$ cat config.mk
export PLATFORM = sky130hd
export DESIGN_NAME = fwd_unit
export DESIGN_NICKNAME = d
export VERILOG_FILES = /design/src/rtl/fwd_pkg.sv /design/src/rtl/fwd_match.sv /design/src/rtl/fwd_mux3.sv /design/src/rtl/fwd_unit.sv
export SDC_FILE = /design/constraint.sdc
export NUM_CORES = 1
export LEC_CHECK = 0
export BUFFER_PORTS_ARGS = -buffer_cell sky130_fd_sc_hd__buf_2
export CAP_MARGIN = 20
export CORE_AREA = 2 2 85 87
export DETAILED_ROUTE_END_ITERATION = 12
export DIE_AREA = 0 0 87 89
export PLACE_DENSITY = 0.85
export SLEW_MARGIN = 20
export SYNTH_ARGS = -nofsm -noshare
export SYNTH_HDL_FRONTEND = slang
export SYNTH_SLANG_ARGS = --single-unit
$ cat constraint.sdc
create_clock -name vclk -period 1.8
set_input_delay 0.27 -clock vclk [all_inputs]
set_output_delay 0.27 -clock vclk [all_outputs]
set_load 0.005 [all_outputs]
$ cat src/rtl/fwd_pkg.sv
package fwd_pkg;
  typedef enum logic [1:0] {
    SEL_RF  = 2'd0,
    SEL_EXM = 2'd1,
    SEL_MWB = 2'd2
  } fwd_sel_e;
endpackage

$ cat src/rtl/fwd_match.sv
module fwd_match #(
  parameter int REG_W = 5
) (
  input  logic [REG_W-1:0] src_idx,
  input  logic [REG_W-1:0] exm_dst,
  input  logic             exm_wen,
  input  logic [REG_W-1:0] mwb_dst,
  input  logic             mwb_wen,
  output logic             exm_hit,
  output logic             mwb_hit,
  output fwd_pkg::fwd_sel_e sel
);
  import fwd_pkg::*;

  // A stage supplies a value when it writes, targets a real register and matches.
  function automatic logic writer_hits(input logic wen,
                                       input logic [REG_W-1:0] dst,
                                       input logic [REG_W-1:0] src);
    return wen && (dst != '0) && (dst == src);
  endfunction

  assign exm_hit = writer_hits(exm_wen, exm_dst, src_idx);
  assign mwb_hit = writer_hits(mwb_wen, mwb_dst, src_idx);

  always_comb begin
    if (exm_hit)      sel = SEL_EXM;
    else if (mwb_hit) sel = SEL_MWB;
    else              sel = SEL_RF;
  end

  always_comb begin

    zero_src_chk: assert (src_idx != '0 || sel == SEL_RF);

    no_wen_chk: assert (exm_wen || mwb_wen || sel == SEL_RF);

    newer_wins_chk: assert (!(exm_wen && exm_dst == src_idx && src_idx != '0) || sel == SEL_EXM);

    mwb_cond_chk: assert (sel != SEL_MWB ||
                          (mwb_wen && mwb_dst == src_idx && mwb_dst != '0 &&
                           !(exm_wen && exm_dst == src_idx)));
  end
endmodule

$ cat src/rtl/fwd_mux3.sv
module fwd_mux3 #(
  parameter int DATA_W = 32
) (
  input  fwd_pkg::fwd_sel_e  sel,
  input  logic [DATA_W-1:0]  in_rf,
  input  logic [DATA_W-1:0]  in_exm,
  input  logic [DATA_W-1:0]  in_mwb,
  output logic [DATA_W-1:0]  dout
);
  import fwd_pkg::*;

  always_comb begin
    unique case (sel)
      SEL_EXM: dout = in_exm;
      SEL_MWB: dout = in_mwb;
      default: dout = in_rf;
    endcase
  end

  always_comb begin

    sel_legal_chk: assert (sel != fwd_sel_e'(2'd3));
  end
endmodule

$ cat src/rtl/fwd_unit.sv
module fwd_unit #(
  parameter int REG_W  = 5,
  parameter int DATA_W = 32
) (
  input  logic [REG_W-1:0]  src1_idx,
  input  logic [REG_W-1:0]  src2_idx,
  input  logic [REG_W-1:0]  exm_dst,
  input  logic              exm_wen,
  input  logic [DATA_W-1:0] exm_val,
  input  logic [REG_W-1:0]  mwb_dst,
  input  logic              mwb_wen,
  input  logic [DATA_W-1:0] mwb_val,
  input  logic [DATA_W-1:0] rf1_val,
  input  logic [DATA_W-1:0] rf2_val,
  output logic [1:0]        fwd1_sel,
  output logic [1:0]        fwd2_sel,
  output logic [DATA_W-1:0] opnd1,
  output logic [DATA_W-1:0] opnd2
);
  import fwd_pkg::*;

  localparam int N_SRC = 2;

  logic [REG_W-1:0]  src_idx [N_SRC];
  logic [DATA_W-1:0] rf_val  [N_SRC];
  logic [DATA_W-1:0] opnd    [N_SRC];
  fwd_sel_e          sel     [N_SRC];
  logic              exm_hit [N_SRC];
  logic              mwb_hit [N_SRC];

  assign src_idx[0] = src1_idx;
  assign src_idx[1] = src2_idx;
  assign rf_val[0]  = rf1_val;
  assign rf_val[1]  = rf2_val;

  for (genvar g = 0; g < N_SRC; g++) begin : g_opnd
    fwd_match #(.REG_W(REG_W)) match_i (
      .src_idx (src_idx[g]),
      .exm_dst (exm_dst),
      .exm_wen (exm_wen),
      .mwb_dst (mwb_dst),
      .mwb_wen (mwb_wen),
      .exm_hit (exm_hit[g]),
      .mwb_hit (mwb_hit[g]),
      .sel     (sel[g])
    );

    fwd_mux3 #(.DATA_W(DATA_W)) mux_i (
      .sel    (sel[g]),
      .in_rf  (rf_val[g]),
      .in_exm (exm_val),
      .in_mwb (mwb_val),
      .dout   (opnd[g])
    );

    always_comb begin

      opnd_src_chk: assert ((sel[g] == SEL_EXM && opnd[g] == exm_val) ||
                            (sel[g] == SEL_MWB && opnd[g] == mwb_val) ||
                            (sel[g] == SEL_RF  && opnd[g] == rf_val[g]));

      exm_sel_chk: assert (!exm_hit[g] || sel[g] == SEL_EXM);
    end
  end

  assign fwd1_sel = sel[0];
  assign fwd2_sel = sel[1];
  assign opnd1    = opnd[0];
  assign opnd2    = opnd[1];
endmodule

# Word-level counts from Yosys, hierarchy flattened
# Cells that the tools add are included.
# totals
regBits	0
latch_bits	0
ramBits	0
mem_bits_ro	0
out_inout_bits	68
wordCells	22
memories	0
# op_classes
n_addsub	0
mul	0
div_mod_pow	0
n_lt_le_gt_ge	0
n_eq_ne	8
shifts	0
muxes	6
bitwise_logic	0
reduce_logical	8
# ops
cell	count
case mux 32 bit (2 select lines)	2
== test 5 bit	4
nonzero test 5 bit	2
2-to-1 mux 2 bit	4
logical AND 1 bit	6
== test 2 x 1 -> 1 bit, second input constant	2
== test 2 bit, second input constant	2

# Longest topological paths before layout
# logic_depth
ltp_word	7
mapped_depth	6
depth_no_buf	5

# Cells and area by module
# From an unflattened synthesis, not the netlist that was laid out.
# unflattened
cells_unflattened	270
area_unflattened_um2	1611.5
# by_module_without_submodules
module	n_inst	cells_per_inst	area_each_um2
fwd_mux3	2	113	636.9
fwd_match	2	22	168.9

# Worst setup path after synthesis
# No wires, ideal clock.
# synth_timing
kind	input to output
from	input port mwb_dst[0]
to	output port opnd1[22]
arrival_ps	1601
t_required_ps	1530
path_slack_ps	-71
cell_stages	6
cell_sequence	or4_1 -> o21ai_1 -> buf_2 -> buf_4 -> o31ai_1 -> a31oi_1
# synth_via
elab_chain_cells	7
word_cells_on_any_way	9
cone_classes	3 x eq/ne; 3 x mux; 3 x reduce/logical
# synth_rtl
element	line_no	source
start: declaration	fwd_unit.sv:10	input logic [REG_W-1:0] mwb_dst,
nonzero test 5 bit	fwd_match.sv:19	return wen && (dst != '0) && (dst == src);
logical AND 1 bit	fwd_match.sv:19	
logical AND 1 bit *	fwd_match.sv:19	
2-to-1 mux 2 bit *	fwd_match.sv:27	else if (mwb_hit) sel = SEL_MWB;
2-to-1 mux 2 bit *	fwd_match.sv:26	if (exm_hit) sel = SEL_EXM;
== test 2 bit / == test 2 x 1 -> 1 bit (equally long branches)	fwd_mux3.sv:13	unique case (sel)
case mux 32 bit (2 select lines) *	fwd_mux3.sv:13	
end: declaration	fwd_unit.sv:17	output logic [DATA_W-1:0] opnd1,
# Every way passes the cells marked *; elsewhere a longest branch is shown, timed or not.

# Worst setup path in the final report
# layout_timing
from	input port mwb_dst[0]
to	output port opnd1[2]
# The elaborated chain is that of the path after synthesis.

==> out/qor.csv <==
metric,value,unit
syn_avg_cell_area,6.114,um2
finalCriticalPeriod,2.184,ns
antenna_found_initial,0,
min_delay_path_depth,4,
regArea,0,um2
instances_no_fill,676,
mostFrequentLayoutCells,"213 x buf_2, 66 x nand4_1, 64 x nor3_1",
seq_cell_count,0,
period_share,121.3,%
start_util,32.94,%
fp.coreArea,6719,um2
drv_slew,0,
wl_met3,1798,um
critical_path.endpoint_type,primary output,
crit_top_cell,buf_12,
arrival,1.91,ns
p_switching,776.3,uW
highest_layer,met4,
min_to,opnd1[22],
critPathKind,input port to primary output,
cap_violations,0,
grt_pass1_vias,4135,
rsz0062_at_grt,yes,
hold_class,input port to primary output,
nFillCells,521,
hold_ws,0.8770,ns
critPathTopFamily,buffers and inverters,
slew_headroom,73.98,%
min_from,rf1_val[22],
finalSetupViolCount,67,
startpoint_type,input port,
grt_max_degree,33,
portBuffers,218,
syn-instance-count,362,
switching_share,55.00,%
place_inst,652,
fp-row-count,30,
clock_buffers,0,
dr_wl_met2,7220,um
area_growth,114.5,%
vias,4679,
insertedDiodeCount,0,
combPwrFrac,100.0,%
cp.required,1.53,ns
cpMaxStageDelayCell,or4_4,
multi_input_area,2487,um2
routed_wl,15290,um
wl_met1,5280,um
fin_nets,748,
die_x,87,um
drtAntennaViolNets,0,
overflow,0,
hold_viol,0,
p_int,635.1,uW
drcViolationCount,0,
p_per_area,297.3,nW/um2
track_usage,32.94,%
tightestPinTransition,0.3903,ns
chipHeight,89,um
netlist_area,2213,um2
p_seq_share,0,%
holdBufCountCts,0,
crit_path_max_incr_delay,0.56,ns
yosysWarnings,0,
boundaryPins,218,
pwr-share-clk,0,%
drive_above_1_share,61.91,%
wl_per_cell,22.61,um
fmax,457.8,MHz
synth.distinct_cells,21,
irDropWorstVdd,199.6,uV
ys_seq_area_share,0,%
dieArea,7743,um2
grt_pass1_wl,20340,um
cp_num_buf_inv,4,
drtIter0Drc,548,
path_cells,"buf_8, or4_4, o21ai_4, buf_12, buf_12, o31ai_2, a31oi_2, buf_2",
first_pass_iters,5,
final_common_cell,buf_2,
worstPathMaxFanout,8,
routed_via_density,6.922,
leakagePower,0.001873,uW
outcome,"complete, but fails checks",
dp_hpwl,9714,um
setup_slack,-0.3842,ns
syn_nets,512,
place_congestion,0.9414,
violations,setup timing,
tightest hold or removal path, stage by stage:
cell     delay (ns)
buf_2          0.10
o31ai_2        0.04
a31oi_1        0.06
buf_2          0.13
layout make-up:
class | count | share of cell area [%]
multi-input combinational | 298 | 52.40
timing repair buffer | 296 | 45.28
tap | 80 | 2.109
inverter | 2 | 0.2109
repair_timing:
item / 4_1_cts / 5_1_grt
pin swaps: 48 / 81
hold endpoints to repair: 0 / 0
gates cloned: 4 / 10
gates resized for setup: 56 / 59
setup buffers: 12 / 2
endpoints found under the setup margin: 68 / 67
routing by layer:
layer / track usage, % / vias to the layer above
li1: - / 1994
met1: 37.61 / 2112
met2: 60.79 / 455
met3: 4.894 / 118
met4: 14.20 / 0
met5: 0 / -
kinds of logic after synthesis:
kind of cell | synth area share [%]
buffers and inverters | 13.00
AOI/OAI and AO/OA | 41.49
and+or+nand+nor | 37.59
xor gates and xnor gates | 7.914
cell usage after synthesis, drive strengths merged:
| cell type | number | area share [%] |
|---|---|---|
| a31oi | 64 | 18 |
| buf | 22 | 5.5 |
| clkbuf | 42 | 7.1 |
| inv | 2 | 0.34 |
| nand4 | 66 | 19 |
| nor2 | 2 | 0.34 |
| nor3 | 66 | 15 |
| nor4 | 2 | 1.1 |
| o211ai | 2 | 1.1 |
| o21a | 1 | 0.34 |
| o21ai | 1 | 0.23 |
| o31ai | 64 | 22 |
| or2 | 4 | 1.1 |
| or3 | 2 | 0.57 |
| or4 | 2 | 0.85 |
| xnor2 | 10 | 4.0 |
| xor2 | 10 | 4.0 |
worst max path at each step:
stage / slack [ns] / end / startpoint / cells after the start
finish: -0.38 / opnd1[2] / mwb_dst[0] / 8
global route: -0.42 / fwd1_sel[1] / exm_dst[1] / 8
CTS: -0.35 / opnd2[14] / mwb_dst[3] / 9
detailed placement: -0.42 / opnd1[29] / mwb_dst[0] / 7
global placement: -0.39 / opnd1[29] / mwb_dst[0] / 7
floorplan: -0.06 / fwd2_sel[1] / exm_dst[1] / 6
metrics by stage:
stage / instance area, um2 / power, uW / util (%) / TNS [ns] / setup WS (ns)
2_1_floorplan: 2233 / 457.1 / - / -1.682 / -0.06007
3_3_place_gp: 3756 / 1028 / 55.90 / -18.93 / -0.3852
3_5_place_dp: 3756 / 1051 / 55.90 / -20.70 / -0.4163
4_1_cts: 4245 / 1202 / 63.18 / -19.82 / -0.3535
5_1_grt: 4747 / 1468 / 70.65 / -23.68 / -0.4173
6_report: 4747 / 1411 / 70.65 / -21.47 / -0.3842
power groups by stage:
stage	Sequential (uW)	Clock, uW	Combinational [uW]
after floorplan	0	0	457
after global placement	0	0	1030
after detailed placement	0	0	1050
after CTS	0	0	1200
after global routing	0	0	1470
final	0	0	1410
(Power assumes the default switching activity.)
